[src/rtl/pab_pkg.sv]
package pab_pkg;

    typedef enum logic [1:0] {
        LAYOUT_BLOCK    = 2'd0,
        LAYOUT_CYCLIC   = 2'd1,
        LAYOUT_COMPLETE = 2'd2
    } layout_e;

    function automatic int ceil_div(input int a, input int b);
        return (a + b - 1) / b;
    endfunction

    function automatic int width_of(input int n);
        return (n <= 1) ? 1 : $clog2(n);
    endfunction

    // Number of logical elements that land in bank b for a layout.
    function automatic int bank_len(input layout_e lay, input int words,
                                    input int banks, input int b);
        int run;
        int rest;
        run = ceil_div(words, banks);
        if (lay == LAYOUT_CYCLIC) begin
            if (b >= words) return 0;
            return ceil_div(words - b, banks);
        end
        rest = words - b * run;
        if (rest <= 0) return 0;
        return (rest < run) ? rest : run;
    endfunction

endpackage

[src/rtl/pab_index_map.sv]
module pab_index_map
    import pab_pkg::*;
#(
    parameter layout_e LAYOUT = LAYOUT_BLOCK,
    parameter int WORDS  = 10,
    parameter int BANKS  = 4,
    parameter int IDX_W  = 5,
    parameter int BANK_W = 2,
    parameter int OFF_W  = 2
) (
    input  logic [IDX_W-1:0]  idx,
    output logic [BANK_W-1:0] bank,
    output logic [OFF_W-1:0]  offset
);
    localparam int RUN = ceil_div(WORDS, BANKS);
    localparam logic [IDX_W-1:0] RUN_L   = IDX_W'(RUN);
    localparam logic [IDX_W-1:0] BANKS_L = IDX_W'(BANKS);

    logic [IDX_W-1:0] quo;
    logic [IDX_W-1:0] rem;

    generate
        if (LAYOUT == LAYOUT_CYCLIC) begin : g_cyclic
            always_comb begin
                quo    = idx / BANKS_L;
                rem    = idx % BANKS_L;
                bank   = BANK_W'(rem);
                offset = OFF_W'(quo);
            end
        end else begin : g_block
            always_comb begin
                quo    = idx / RUN_L;
                rem    = idx % RUN_L;
                bank   = BANK_W'(quo);
                offset = OFF_W'(rem);
            end
        end
    endgenerate
endmodule

[src/rtl/pab_bank.sv]
module pab_bank #(
    parameter int DEPTH  = 3,
    parameter int DATA_W = 16,
    parameter int NPORT  = 4,
    parameter int OFF_W  = 2
) (
    input  logic                             clk,
    input  logic                             rst,
    input  logic                             wr_en,
    input  logic [OFF_W-1:0]                 wr_off,
    input  logic [DATA_W-1:0]                wr_data,
    input  logic [NPORT-1:0]                 req,
    input  logic [NPORT-1:0][OFF_W-1:0]      rd_off,
    output logic [DATA_W-1:0]                rd_q,
    output logic [NPORT-1:0]                 gnt_q
);
    localparam int SLOTS = 1 << OFF_W;

    logic [DATA_W-1:0] mem [SLOTS];
    logic [NPORT-1:0]  gnt;
    logic [OFF_W-1:0]  sel_off;

    // Fixed priority: the lowest requesting port owns the read path.
    always_comb begin
        gnt     = '0;
        sel_off = '0;
        for (int p = NPORT - 1; p >= 0; p--) begin
            if (req[p]) begin
                gnt     = '0;
                gnt[p]  = 1'b1;
                sel_off = rd_off[p];
            end
        end
    end

    always_ff @(posedge clk) begin
        if (rst) begin
            for (int s = 0; s < SLOTS; s++) mem[s] <= '0;
            rd_q  <= '0;
            gnt_q <= '0;
        end else begin
            rd_q  <= (|gnt) ? mem[sel_off] : '0;
            gnt_q <= gnt;
            if (wr_en && (int'(wr_off) < DEPTH)) mem[wr_off] <= wr_data;
        end
    end
endmodule

[src/rtl/pab_reg_file.sv]
module pab_reg_file #(
    parameter int WORDS  = 10,
    parameter int DATA_W = 16,
    parameter int NPORT  = 4,
    parameter int IDX_W  = 5
) (
    input  logic                             clk,
    input  logic                             rst,
    input  logic                             wr_en,
    input  logic [IDX_W-1:0]                 wr_idx,
    input  logic [DATA_W-1:0]                wr_data,
    input  logic [NPORT-1:0]                 rd_en,
    input  logic [NPORT-1:0][IDX_W-1:0]      rd_idx,
    output logic [NPORT-1:0][DATA_W-1:0]     rd_q
);
    localparam int SLOTS = 1 << IDX_W;

    logic [DATA_W-1:0] elems [SLOTS];

    always_ff @(posedge clk) begin
        if (rst) begin
            for (int s = 0; s < SLOTS; s++) elems[s] <= '0;
        end else if (wr_en && (int'(wr_idx) < WORDS)) begin
            elems[wr_idx] <= wr_data;
        end
    end

    generate
        for (genvar p = 0; p < NPORT; p++) begin : g_port
            always_ff @(posedge clk) begin
                if (rst) begin
                    rd_q[p] <= '0;
                end else begin
                    rd_q[p] <= (rd_en[p] && (int'(rd_idx[p]) < WORDS))
                               ? elems[rd_idx[p]] : '0;
                end
            end
        end
    endgenerate
endmodule

[src/rtl/banked_array.sv]
module banked_array
    import pab_pkg::*;
#(
    parameter layout_e LAYOUT = LAYOUT_BLOCK,
    parameter int WORDS  = 10,
    parameter int BANKS  = 4,
    parameter int DATA_W = 16,
    localparam int IDX_W = $clog2(WORDS) + 1
) (
    input  logic                      clk,
    input  logic                      rst,
    input  logic                      wr_en,
    input  logic [IDX_W-1:0]          wr_idx,
    input  logic [DATA_W-1:0]         wr_data,
    input  logic [BANKS-1:0]          rd_en,
    input  logic [BANKS*IDX_W-1:0]    rd_idx,
    output logic [BANKS*DATA_W-1:0]   rd_data,
    output logic [BANKS-1:0]          rd_err,
    output logic [BANKS-1:0]          rd_busy
);
    localparam int NPORT  = BANKS;
    localparam int RUN    = ceil_div(WORDS, BANKS);
    localparam int BANK_W = width_of(BANKS);
    localparam int OFF_W  = width_of(RUN);

    logic [NPORT-1:0][IDX_W-1:0]  idx_v;
    logic [NPORT-1:0]             in_range;
    logic [NPORT-1:0]             err_q;
    logic [NPORT-1:0][DATA_W-1:0] port_data;

    always_comb begin
        for (int p = 0; p < NPORT; p++) begin
            idx_v[p]    = rd_idx[p*IDX_W +: IDX_W];
            in_range[p] = int'(idx_v[p]) < WORDS;
        end
    end

    always_ff @(posedge clk) begin
        if (rst) err_q <= '0;
        else     err_q <= rd_en & ~in_range;
    end

    assign rd_err = err_q;

    always_comb begin
        for (int p = 0; p < NPORT; p++) rd_data[p*DATA_W +: DATA_W] = port_data[p];
    end

    generate
        if (LAYOUT == LAYOUT_COMPLETE) begin : g_regs
            pab_reg_file #(
                .WORDS (WORDS),
                .DATA_W(DATA_W),
                .NPORT (NPORT),
                .IDX_W (IDX_W)
            ) u_regs (
                .clk    (clk),
                .rst    (rst),
                .wr_en  (wr_en),
                .wr_idx (wr_idx),
                .wr_data(wr_data),
                .rd_en  (rd_en),
                .rd_idx (idx_v),
                .rd_q   (port_data)
            );
            assign rd_busy = '0;
        end else begin : g_banked
            logic [BANK_W-1:0]             wr_bank;
            logic [OFF_W-1:0]              wr_off;
            logic [NPORT-1:0][BANK_W-1:0]  rd_bank;
            logic [NPORT-1:0][OFF_W-1:0]   rd_off;
            logic [BANKS-1:0][DATA_W-1:0]  bank_q;
            logic [BANKS-1:0][NPORT-1:0]   bank_gnt;
            logic [NPORT-1:0]              req_q;
            logic [NPORT-1:0]              hit;

            pab_index_map #(
                .LAYOUT(LAYOUT), .WORDS(WORDS), .BANKS(BANKS),
                .IDX_W(IDX_W), .BANK_W(BANK_W), .OFF_W(OFF_W)
            ) u_wr_map (
                .idx   (wr_idx),
                .bank  (wr_bank),
                .offset(wr_off)
            );

            for (genvar p = 0; p < NPORT; p++) begin : g_rmap
                pab_index_map #(
                    .LAYOUT(LAYOUT), .WORDS(WORDS), .BANKS(BANKS),
                    .IDX_W(IDX_W), .BANK_W(BANK_W), .OFF_W(OFF_W)
                ) u_rd_map (
                    .idx   (idx_v[p]),
                    .bank  (rd_bank[p]),
                    .offset(rd_off[p])
                );
            end

            for (genvar b = 0; b < BANKS; b++) begin : g_bank
                localparam int LEN   = bank_len(LAYOUT, WORDS, BANKS, b);
                localparam int DEPTH = (LEN < 1) ? 1 : LEN;
                logic [NPORT-1:0] req;
                logic             bank_we;

                always_comb begin
                    for (int p = 0; p < NPORT; p++) begin
                        req[p] = rd_en[p] && in_range[p] && (rd_bank[p] == BANK_W'(b));
                    end
                    bank_we = wr_en && (int'(wr_idx) < WORDS) && (LEN > 0)
                              && (wr_bank == BANK_W'(b));
                end

                pab_bank #(
                    .DEPTH (DEPTH),
                    .DATA_W(DATA_W),
                    .NPORT (NPORT),
                    .OFF_W (OFF_W)
                ) u_bank (
                    .clk    (clk),
                    .rst    (rst),
                    .wr_en  (bank_we),
                    .wr_off (wr_off),
                    .wr_data(wr_data),
                    .req    (req),
                    .rd_off (rd_off),
                    .rd_q   (bank_q[b]),
                    .gnt_q  (bank_gnt[b])
                );
            end

            always_ff @(posedge clk) begin
                if (rst) req_q <= '0;
                else     req_q <= rd_en & in_range;
            end

            always_comb begin
                for (int p = 0; p < NPORT; p++) begin
                    port_data[p] = '0;
                    hit[p]       = 1'b0;
                    for (int b = 0; b < BANKS; b++) begin
                        if (bank_gnt[b][p]) begin
                            port_data[p] = port_data[p] | bank_q[b];
                            hit[p]       = 1'b1;
                        end
                    end
                end
            end

            assign rd_busy = req_q & ~hit;
        end
    endgenerate
endmodule

[config.mk]
export PLATFORM = sky130hd
export DESIGN_NAME = banked_array
export DESIGN_NICKNAME = d
export VERILOG_FILES = /design/src/rtl/pab_pkg.sv /design/src/rtl/pab_index_map.sv /design/src/rtl/pab_bank.sv /design/src/rtl/pab_reg_file.sv /design/src/rtl/banked_array.sv
export SDC_FILE = /design/constraint.sdc
export NUM_CORES = 1
export LEC_CHECK = 0
export ABC_AREA = 0
export BUFFER_PORTS_ARGS = -buffer_cell sky130_fd_sc_hd__buf_2
export CAP_MARGIN = 40
export CORE_MARGIN = 2
export CORE_UTILIZATION = 55
export CTS_BUF_LIST = sky130_fd_sc_hd__clkbuf_2
export CTS_CLUSTER_DIAMETER = 30
export CTS_CLUSTER_SIZE = 30
export DETAILED_ROUTE_END_ITERATION = 10
export PLACE_DENSITY = 0.85
export SLEW_MARGIN = 30
export SYNTH_ARGS = -nofsm -noshare
export SYNTH_HDL_FRONTEND = slang
export SYNTH_SLANG_ARGS = --single-unit
[constraint.sdc]
create_clock -name clk -period 5.35 [get_ports clk]
set_clock_uncertainty 0.2 [all_clocks]
set_input_delay 0 -clock clk [delete_from_list [all_inputs] [get_ports clk]]
set_output_delay 0 -clock clk [all_outputs]
set_load 0.05 [all_outputs]
# Yosys cells after proc, flatten, opt, wreduce, memory -nomap -nowiden
# Memory sizes are Yosys's and may differ from the RTL's. A register that Yosys moved wholly into a read port is not among the register bits.
# Cells that the tools add are included.
dict set report totals {
  reg_bits 24
  mem_bits_rw 256
  in_bits 48
  output_inout_bits 72
  elab_cells 199
  n_memories 4
}
# name depth width rd rd_clocked_by_memory_dff write_ports line_no
set mem_list {}
lappend mem_list {{g_banked.g_bank[0].u_bank.mem} 4 16 1 1 4 pab_bank.sv:19} ;# logic [DATA_W-1:0] mem [SLOTS];
lappend mem_list {{g_banked.g_bank[1].u_bank.mem} 4 16 1 1 4 pab_bank.sv:19}
lappend mem_list {{g_banked.g_bank[2].u_bank.mem} 4 16 1 1 4 pab_bank.sv:19}
lappend mem_list {{g_banked.g_bank[3].u_bank.mem} 4 16 1 1 4 pab_bank.sv:19}
dict set report classes {
  div 10
  magnitude_cmp 7
  eq_ne 15
  n_mux 90
  bitwise 21
  n_reduce_logical 46
}
# op n
set op_table {}
lappend op_table {{$mux 16} 20}
lappend op_table {{$or 16x16->16} 12}
lappend op_table {{$mux 4} 16}
lappend op_table {{$reduce_or 16->1} 4}
lappend op_table {{$mux 2} 20}
lappend op_table {{$mux 1} 34}
lappend op_table {{$logic_and 1x1->1} 29}
lappend op_table {{$div 5x2->5 const B} 5}
lappend op_table {{$lt 5x4->1 const B} 5}
lappend op_table {{$mod 5x2->5 const B} 5}
lappend op_table {{$eq 2x2->1 const B} 10}
lappend op_table {{$reduce_or 4->1} 4}
lappend op_table {{$and 4x4->4} 3}
lappend op_table {{$eq 2x1->1 const B} 5}
lappend op_table {{$logic_not 2->1} 5}
lappend op_table {{$not 4->4} 2}
lappend op_table {{$reduce_or 2->1} 4}
lappend op_table {{$not 1->1} 4}
lappend op_table {{$lt 2x1->1 const B} 1}
lappend op_table {{$lt 2x2->1 const B} 1}

# Depth between registers and ports, before layout
# Gate-level depths: netlist of run 1.
dict set report depth {
  word_depth 10
  depth_mapped 20
  depth_no_buf 14
}

# Cells and area by module
# Synthesis of run 1 repeated with hierarchy kept, for this count alone.
dict set report unflattened {
  hier_cells 1392
  hier_area_um2 16972.5
}
# module n_inst cells_each area_per_inst_um2 seq_area_each_um2
set modules_own_cells {}
lappend modules_own_cells {{pab_bank at g_banked.g_bank[1].u_bank} 1 237 3495.9 2322.2}
lappend modules_own_cells {{pab_bank at g_banked.g_bank[2].u_bank} 1 237 3444.6 2322.2}
lappend modules_own_cells {{pab_bank at g_banked.g_bank[0].u_bank} 1 237 3425.8 2322.2}
lappend modules_own_cells {{pab_bank at g_banked.g_bank[3].u_bank} 1 202 3184.3 2322.2}
lappend modules_own_cells {banked_array 1 284 1896.8 160.2}
lappend modules_own_cells {{pab_index_map at g_banked.g_rmap[0].u_rd_map ...} 4 39 307.8 0.0}
lappend modules_own_cells {{pab_index_map at g_banked.u_wr_map} 1 39 294.0 0.0}

# Worst setup path after synthesis of run 1
# OpenSTA, ideal clock, no wires.
dict set report synth_path {
  path_type {input -> register}
  startpoint {input wr_idx[1]}
  endpoint {memory g_banked.g_bank[3].u_bank.mem[0][0] (enable)}
  setup_ps 392
  arrival_time_ps 3316
  required_time_ps 4758
  setup_slack_ps 1441
  path_stages 12
  n_path_buf 1
  cell_sequence {buf_2 > or4b_1 > a21oi_1 > or2_2 > mux2i_1 > mux2_2 > ha_1 > nor2_1 > a31oi_1 > a21oi_4 > or4b_4 > o21bai_1}
}
# item line_no
set synth_rtl {}
lappend synth_rtl {{start, declared} banked_array.sv:13} ;# input logic [IDX_W-1:0] wr_idx,
lappend synth_rtl {{end, declared} pab_bank.sv:19}

# Final worst setup path of run 1
dict set report layout_path {
  startpoint {input rd_idx[13]}
  endpoint {register g_banked.g_bank[1].u_bank.rd_q[5], read port of g_banked.g_bank[1].u_bank.mem}
}
dict set report layout_via {
  elab_chain_len 9
  elab_cells_between_ends 15
  classes_between {div (2); order compare (1); eq/ne (1); mux (6); bitwise (1); reduce/logical (4)}
}
# item line_no
set layout_rtl {}
lappend layout_rtl {{start, declared} banked_array.sv:16} ;# input logic [BANKS*IDX_W-1:0] rd_idx,
lappend layout_rtl {{$div 5x2->5 or $lt 5x4->1 (tied branches)} {pab_index_map.sv:32, banked_array.sv:34}}
lappend layout_rtl {{$eq 2x1->1 or $logic_and 1x1->1 (tied branches)} banked_array.sv:105} ;# req[p] = rd_en[p] && in_range[p] && (rd_bank[p] == BANK_W'(b));
lappend layout_rtl {{$logic_and 1x1->1} banked_array.sv:105}
lappend layout_rtl {{$mux 4 (3 in a row)} pab_bank.sv:28} ;# if (req[p]) begin
lappend layout_rtl {{$reduce_or 4->1} pab_bank.sv:42} ;# rd_q <= (|gnt) ? mem[sel_off] : '0;
lappend layout_rtl {{$not 1->1 (no source line)} -}
lappend layout_rtl {{$reduce_or 2->1 (no source line)} -}
lappend layout_rtl {{end, declared} pab_bank.sv:14} ;# output logic [DATA_W-1:0] rd_q,
# Several ways; a longest one is shown, not always the timed one.
# A chain may end at the register's enable or synchronous reset.

==> flow_summary.toml, run 1 <==
[yosys]
synth.area.top_cells = "edfxtp_1 (43%), dfxtp_1 (11%), mux2i_1 (6.6%)"
synth.distinct_cells = 82
synth_area_um2 = 15700
yosys-top-cells-count = "edfxtp_1 (225), and2_1 (135), a22oi_1 (129), mux2i_1 (103), nand2_1 (91)"
synth_edf_count = 225
synth_area_per_cell_um2 = 11.1
yosys_warnings = 0
yosysMostFrequentCell = "edfxtp_1"
synth_area_leader_cell = "edfxtp_1"
synth_top_cell_area_share = 0.430
ys.flop_type = "edfxtp_1"
async_flop_share = 0
yosys_register_bits = 313
yosysSeqAreaShare = 0.543
synth_cells = 1414

[layout]
num-fill-cells = 1988
finalInstanceArea_um2 = 18600
fin_nets = 1711
area_delta_synth_final_pct = 18.4
drive_above_1_share = 0.165

[clocking]
clkSinkCount = 313
clockBufferDepth = 3
cts_made_buffers = 55
postCtsSetupRepairBufs = 0
clk_pin_slew_worst_paths_ps = 190
clk_latency_ps = 950
root_buffer = "clkbuf_2"
cts_tree = "done"
htree_num_levels = 2

[detailed_routing]
post-route-drc-count = 0
wl_mm = 46.3
via_per_inst = 6.28
drt_iter0_markers = 1480
drt-pass1-iter-count = 9
ant_nets = 0
wire_per_inst_um = 22.3
vias = 13000

[worst_setup_path]
worst-setup-path-type = "in -> reg"
crit_path_start = "rd_idx[13]"
cp_max_fo = 22
crit_path_end = "g_banked.g_bank[1].u_bank.rd_q[5]"
required_ps = 5900
timing.rr.end = "g_banked.g_bank[0].u_bank.rd_q[5]"
cp.arrival_ps = 5430
reg2regPathDepth = 3
r2r_start = "g_banked.g_bank[0].u_bank.mem[2][5]"
start_kind = "input pin"
crit_path_end_kind = "flop"
regToRegSetupSlack_ps = 4080

[sta]
slew_headroom = 0.384
min_period_ps = 4880
max_freq_ghz = 0.205
report.final.hold_viol_count = 0
setup_viol = 0
rsz0062_at_grt = "no"
tns_ps = 0
maxSlewViolCount = 0
timing.final.crit_share = 0.913
tightest_slew_ps = 923
hold_ws_ps = 158

[die]
floorplan.initialDensity = 0.562
ioPinCount = 120
core_um2 = 27900
die_w_um = 173
die_y_um = 173
rows = 61
dieArea_um2 = 29900

[power_and_ir_drop]
finalPower_w = 0.00513
switching_share = 0.303
static-leakage-power_nw = 7.88
peakVddDrop_mv = 0.172
clockPowerShare = 0.322
cellPowerDensity_nw_per_um2 = 276
power_frac_comb = 0.131
p_int_w = 0.00358
p_seq_frac = 0.547
p_sw_w = 0.00155

[global_routing]
grtUsageTotal = 0.298
grt_max_degree = 60
overflow = 0
grt_pass1_wl_mm = 69.8
grt_pass1_vias = 12700
grt_antenna_before_repair = 3

[placement]
dpl_cell_area_um2 = 16500
place_hpwl_mm = 28.1
gp_congestion = 0.915
portBuffers = 119

[outcome]
status = "finished, final reports clean"

[min_path]
hp-class = "in -> reg"

[flow_run]
drv_cap = 0
[final cells by class]
type	instances	area [µm²]	area share
Antenna cell	2	5.00	0.000269
Clock buffer	56	280	0.0151
Clock inverter	47	420	0.0226
Inverter	22	82.6	0.00444
Multi-Input combinational cell	977	6620	0.356
Sequential cell	313	8520	0.458
Tap cell	378	473	0.0254
Timing Repair Buffer	281	2180	0.117
[worst max-delay path, stage by stage]
cell and delay (ps):
dlygate4sd3_1 520, buf_2 290, ha_1 620, nor2b_1 300, o32ai_1 140, a221o_1 350, dlygate4sd3_1 580, a211o_1 320
dlygate4sd3_1 660, nand2_1 140, o22ai_1 100, o221a_1 250, or3_1 640, o22ai_1 520
[layer usage]
metal | GRT usage | wire length, µm
met4 | 0.140 | 2310
met5 | 0 | 27
met1 | 0.378 | 17100
met3 | 0.0679 | 5490
met2 | 0.487 | 21300
[kinds of logic (layout without fill, tap and decap cells)]
kind of cell | after synthesis | after routing | share of synthesized area
buf+inv | 155 | 406 | 0.0450
xor+xnor | 10 | 10 | 0.00558
flops | 313 | 313 | 0.543
other cells | 1 | 34 | 0.000239
fa+ha+maj | 13 | 13 | 0.0104
mux | 107 | 107 | 0.0686
compound gates | 314 | 314 | 0.150
simple gates | 501 | 501 | 0.178
[stage by stage]
stage	instances	utilization	setup WS, ps
2_1_floorplan	1445	-	1440
3_3_place_gp	1833	0.590	791
3_5_place_dp	1833	0.590	717
4_1_cts	2066	0.662	764
5_1_grt	2075	0.665	286
6_report	2076	0.665	467
[repair_timing]
item / CTS / global route
hold buffers: 130 / 0
gates resized for setup: 0 / 0
hold endpoints to repair: 430 / 0
[sequential cells by signal, summed over array words and instances, names as in the netlist]
name                          cells
rd_err                            4
g_banked.g_bank.u_bank.gnt_q     16
g_banked.g_bank.u_bank.rd_q      64
g_banked.req_q                    4
g_banked.g_bank.u_bank.mem      225
[placed cells by master, fill, tap and decap left out, types with 7 or more instances in the layout]
cell           netlist  routed
a211oi_1            35      35
a21o_1              10      10
a21oi_1             12      12
a22oi_1            129     129
and2_1             135     135
and3_1              68      68
buf_2               25     118
buf_4               14      25
buf_6                3       7
clkbuf_2             2      56
clkinv_1             0       9
clkinv_2             0       9
conb_1               1      32
dfxtp_1             88      88
dlygate4sd3_1        0     129
edfxtp_1           225     225
ha_1                13      13
inv_1               22      22
inv_6                0      10
mux2i_1            103     103
nand2_1             91      91
nand2b_1            16      16
nor2_1              86      86
nor2b_1             16      16
nor3_1              14      14
nor3b_1             13      13
o211ai_1            10      10
o21ai_0             18      18
o22ai_1             34      34
or2_2               10      10
[power by group through the flow]
stage / Clock [W] / Combinational [W] / Sequential (W)
floorplan: 0 / 0.000421 / 0.00282
global placement: 0 / 0.000547 / 0.00285
detailed placement: 0 / 0.000566 / 0.00286
CTS: 0.00165 / 0.000645 / 0.00280
global route: 0.00176 / 0.000719 / 0.00282
finish: 0.00165 / 0.000674 / 0.00281
[how the worst min path moves through the flow]
| stage | start | endpoint | slack, ps | cells after the start |
|---|---|---|---|---|
| 4_1_cts | wr_idx[0] | g_banked.g_bank[2].u_bank.mem[1][9] | 100 | 4 |
| 5_1_grt | wr_idx[0] | g_banked.g_bank[0].u_bank.mem[1][15] | 150 | 4 |
| 2_1_floorplan | rd_en[0] | rd_err[0] | -70 | 2 |
| 6_report | wr_idx[0] | g_banked.g_bank[0].u_bank.mem[1][15] | 160 | 4 |
| 3_3_place_gp | rd_en[0] | rd_err[0] | 50 | 3 |
| 3_5_place_dp | rd_en[0] | rd_err[0] | 60 | 3 |
(Power assumes the default switching activity.)
==> run 2: changes to the inputs <==
Settings changed: REMOVE_ABC_BUFFERS set to 1, SETUP_SLACK_MARGIN set to 0.3.
==> flow_summary.toml, run 2 (same netlist as run 1, synthesis figures left out) <==
[global_routing]
grt_pass1_vias = 12500
grt_pass1_wl_mm = 68.5
overflow = 0
grtUsageTotal = 0.292
grt_antenna_before_repair = 2
grt_max_degree = 55

[clocking]
clockBufferDepth = 3
cts_hold_buf = 122
cts_made_buffers = 53
htree_num_levels = 2
root_buffer = "clkbuf_2"
clkSinkCount = 313
cts_tree = "done"
cts_resized = 0
clk_latency_ps = 950
clk_pin_slew_worst_paths_ps = 160
postCtsSetupRepairBufs = 0

[sta]
rsz0062_at_grt = "no"
tns_ps = 0
slew_headroom = 0.365
timing.final.crit_share = 0.864
tightest_slew_ps = 951
max_freq_ghz = 0.216
min_period_ps = 4620
setup_viol = 0
report.final.hold_viol_count = 0
maxSlewViolCount = 0

[detailed_routing]
post-route-drc-count = 0
wl_mm = 44.7
vias = 12900
via_per_inst = 6.25
wire_per_inst_um = 21.7
ant_nets = 0
drt_iter0_markers = 1650
drt-pass1-iter-count = 8

[layout]
mostFrequentLayoutCell = "edfxtp_1"
largest_reg_flops = 225
finalInstanceArea_um2 = 18500
area_delta_synth_final_pct = 17.6
fin_nets = 1696
top_regs = "g_banked.g_bank.u_bank.mem x225, g_banked.g_bank.u_bank.rd_q x64, g_banked.g_bank.u_bank.gnt_q x16"
top_register = "g_banked.g_bank.u_bank.mem"
final_util = 0.661
final_cell_mix = "edfxtp_1 (225), and2_1 (135), a22oi_1 (129), dlygate4sd3_1 (122), buf_2 (118)"
num-fill-cells = 2044
drive_above_1_share = 0.163

[die]
floorplan.initialDensity = 0.562
rows = 61
dieArea_um2 = 29900
ioPinCount = 120
die_w_um = 173
die_y_um = 173
core_um2 = 27900

[placement]
portBuffers = 119
gp_congestion = 0.905
place_hpwl_mm = 27.3
dpl_cell_area_um2 = 16500

[worst_setup_path]
slowest_stage = "dlygate4sd3_1"
worstPathCellList = "dlygate4sd3_1 > buf_2 > ha_1 > mux2_2 > a221oi_1 > a22oi_1 > ha_1 > a21oi_1 > dlygate4sd3_1 > nor4b_4 > dlygate4sd3_1 > inv_1 > a41o_1 > a211oi_1"
max_stage_delay_ps = 660
required_ps = 5930
path_common_cell = "dlygate4sd3_1"
start_kind = "input pin"
cp_max_fo = 16
cp.arrival_ps = 5210
crit_path_end_kind = "flop"
worst-setup-path-type = "in -> reg"

[min_path]
hp-class = "in -> reg"

[power_and_ir_drop]
cellPowerDensity_nw_per_um2 = 278
peakVddDrop_mv = 0.299
static-leakage-power_nw = 7.79

[flow_run]
drv_cap = 0

[outcome]
status = "finished, final reports clean"
## run 2: path summary, 6_finish.rpt
| kind | end | startpoint | depth (start not counted) | slack, ps |
|---|---|---|---|---|
| max | g_banked.g_bank[0].u_bank.rd_q[7] | rd_idx[3] | 14 | 730 |
| min | g_banked.g_bank[3].u_bank.gnt_q[2] | rd_idx[13] | 7 | 50 |
| max reg2reg | g_banked.g_bank[0].u_bank.rd_q[7] | g_banked.g_bank[0].u_bank.mem[0][7] | 2 | 4090 |
| min reg2reg | g_banked.g_bank[3].u_bank.rd_q[11] | g_banked.g_bank[3].u_bank.mem[3][11] | 2 | 330 |
## run 2: routing by layer
metal | vias to the layer above | global-route usage | share of wire
li1 | 5703 | - | -
met1 | 6070 | 0.367 | 0.36
met2 | 910 | 0.472 | 0.46
met3 | 194 | 0.0732 | 0.12
met4 | 0 | 0.148 | 0.051
met5 | - | 0 | 0
## run 2: layout make-up
type	instances	area, µm²	area share
inverter	22	82.6	0.00448
multi-input combinational	977	6620	0.359
clock buffer	57	285	0.0155
clock inverter	43	427	0.0231
timing repair buffer	268	2040	0.111
sequential	313	8520	0.462
tap	378	473	0.0256
antenna	2	5.00	0.000271
## run 2: critical path: cells and delay by family
family,cells,cell delay [ps]
buffers and inverters,5,2150
AOI/OAI and AO/OA,5,1660
adders and majority gates,2,670
muxes,1,390
and+or+nand+nor,1,310
## run 2: where the power goes
part / leakage, nW / switching [W] / total (W) / internal [W]
Clock: 0.427 / 0.000998 / 0.00166 / 0.000662
Combinational: 4.50 / 0.000398 / 0.000656 / 0.000258
Sequential: 2.86 / 0.0000799 / 0.00281 / 0.00273
## run 2: through the flow
stage | total power, W | worst slack, ps | hold slack, ps | instances
after floorplan | 0.00319 | 177 | -128 | 1312
after global placement | 0.00339 | 850 | 57.0 | 1831
after detailed placement | 0.00341 | 654 | 58.6 | 1831
after CTS | 0.00511 | 896 | 24.9 | 2053
after global routing | 0.00530 | 498 | 112 | 2059
final | 0.00512 | 726 | 48.2 | 2060
==> run 3: changes to the inputs <==
Settings changed: PLACE_DENSITY 0.85 to 0.79.
==> flow_summary.toml, run 3 (same netlist as run 1, synthesis figures left out) <==
[min_path]
hold_end = "g_banked.g_bank[0].u_bank.mem[2][1]"
min-delay-start = "wr_idx[3]"
whs_path_depth = 7
hp-class = "in -> reg"

[global_routing]
grtUsageTotal = 0.280
grt_pass1_vias = 12300
grt.busiest_layer = "met2"
use_met2 = 0.462
grt_max_degree = 73
overflow = 0
grt_pass1_wl_mm = 65.7
use_met1 = 0.349
grtUsageMet3 = 0.0574
grt_antenna_before_repair = 1

[sta]
timing.final.crit_share = 0.867
tns_ps = 0
hold_ws_ps = 39.6
maxSlewViolCount = 0
slew_headroom = 0.372
setup_viol = 0
max_freq_ghz = 0.216
report.final.hold_viol_count = 0
rsz0062_at_grt = "no"
min_period_ps = 4640
layout_setup_ws_ps = 713
tightest_slew_ps = 941

[worst_setup_path]
crit_buf_inv = 5
cp_max_fo = 17
path_common_cell = "dlygate4sd3_1"
required_ps = 5680
regToRegSetupSlack_ps = 4160
crit_family = "simple AND/OR/NAND/NOR gates"
worst-setup-path-type = "in -> reg"
max_stage_delay_ps = 610
cp.arrival_ps = 4960
timing.rr.end = "g_banked.g_bank[0].u_bank.rd_q[9]"
worstPathCellList = "dlygate4sd3_1 > buf_2 > or4b_1 > a21oi_1 > or2_2 > nand2_1 > a221oi_2 > dlygate4sd3_1 > and2_1 > dlygate4sd3_1 > nor3b_2 > and3b_1 > buf_4 > or2_2"
r2r_start = "g_banked.g_bank[0].u_bank.mem[2][9]"
slowest_stage = "dlygate4sd3_1"
crit_path_end_kind = "flop"
start_kind = "input pin"
reg2regPathDepth = 2

[power_and_ir_drop]
p_sw_w = 0.00147
p_int_w = 0.00363
cellPowerDensity_nw_per_um2 = 276
finalPower_w = 0.00510
clockPowerShare = 0.325
switching_share = 0.288
static-leakage-power_nw = 7.80
peakVddDrop_mv = 0.269
power_frac_comb = 0.125
p_seq_frac = 0.550

[die]
floorplan.initialDensity = 0.562
dieArea_um2 = 29900
ioPinCount = 120
rows = 61
die_w_um = 173
die_y_um = 173
core_um2 = 27900

[clocking]
cts_tree = "done"
clk_pin_slew_worst_paths_ps = 190
clockBufferDepth = 3
htree_num_levels = 2
postCtsSetupRepairBufs = 0
root_buffer = "clkbuf_2"
clkSinkCount = 313
clk_latency_ps = 910
cts_made_buffers = 57

[layout]
mostFrequentLayoutCell = "edfxtp_1"
drive_above_1_share = 0.165
largest_reg_flops = 225
num-fill-cells = 2118
top_register = "g_banked.g_bank.u_bank.mem"
regArea_um2 = 8520
fin_nets = 1694
top_regs = "g_banked.g_bank.u_bank.mem x225, g_banked.g_bank.u_bank.rd_q x64, g_banked.g_bank.u_bank.gnt_q x16"
multi_input_area_um2 = 6620
area_delta_synth_final_pct = 17.5
finalNonFillerCells = 2061
final_cell_mix = "edfxtp_1 (225), and2_1 (135), a22oi_1 (129), dlygate4sd3_1 (119), buf_2 (119)"

[detailed_routing]
ant_nets = 0
drt-pass1-iter-count = 8
wire_per_inst_um = 20.8
drt_iter0_markers = 1533
vias = 12600
post-route-drc-count = 0
via_per_inst = 6.09
wl_mm = 42.8

[placement]
dp.cells = 1827
place_hpwl_mm = 26.9
pre_cts_ws_ps = 712
gp_congestion = 0.913
portBuffers = 119

[flow_run]
drv_cap = 0

[outcome]
status = "finished, final reports clean"
[run 3: changes by cell type in the layout (fill, tap and decap cells not counted), sizes merged]
| cell | before | now |
|---|---|---|
| clkinv | 17 | 18 |
| clkinvlp | 8 | 10 |
| diode | 2 | 1 |
| dlygate4sd3 | 122 | 119 |
| clkbuf | 57 | 63 |
| buf | 146 | 143 |
| bufinv | 6 | 5 |
[run 3: worst max-delay path by stage]
stage	slack (ps)	cells after the start	endpoint	start
4_1_cts	810	14	g_banked.g_bank[1].u_bank.mem[0][10]	wr_idx[2]
3_5_place_dp	710	16	g_banked.g_bank[3].u_bank.rd_q[9]	rd_idx[13]
2_1_floorplan	180	14	g_banked.g_bank[2].u_bank.rd_q[2]	rd_idx[14]
5_1_grt	450	14	g_banked.g_bank[1].u_bank.rd_q[6]	rd_idx[13]
3_3_place_gp	800	15	g_banked.g_bank[2].u_bank.rd_q[2]	rd_idx[13]
6_report	710	14	g_banked.g_bank[1].u_bank.mem[0][10]	wr_idx[1]
[run 3: layout make-up]
class,count,share of cell area
flip-flops and latches,313,0.462
multi-input cells,977,0.359
repair buffers,262,0.109
well taps,378,0.0257
clock inverters,45,0.0228
clock buffers,63,0.0171
inverters,22,0.00448
diodes,1,0.000136
[run 3: timing repair]
item                                   CTS  global route
hold buffers                           120             0
endpoints found under the hold margin  444             0
resized for setup                        0             0
[run 3: worst reg2reg max path: cells and delay by family (launching register included)]
kind               cells  cell delay (ps)
muxes                  1               80
AOI/OAI and AO/OA      1              420
DFF                    1              370
[run 3: through the flow]
step | instance area (µm²) | util
after floorplan | 15200 | -
after CTS | 18400 | 0.657
final | 18400 | 0.660
after detailed placement | 16400 | 0.588
after global routing | 18400 | 0.660
after global placement | 16400 | 0.588
[run 3: power groups by stage]
| stage | logic (W) | registers (W) | clock network, W |
|---|---|---|---|
| final | 0.000638 | 0.00280 | 0.00165 |
| after global routing | 0.000688 | 0.00282 | 0.00178 |
| after CTS | 0.000620 | 0.00280 | 0.00168 |
| after detailed placement | 0.000550 | 0.00286 | 0 |
| after global placement | 0.000536 | 0.00285 | 0 |
| after floorplan | 0.000360 | 0.00283 | 0 |
[run 3: per-layer routing]
metal,up-vias,wire length (µm),share of wire
met5,-,0,0
met3,160,4510,0.11
met2,806,20100,0.47
li1,5704,-,-
met1,5889,16100,0.37
met4,0,2180,0.051
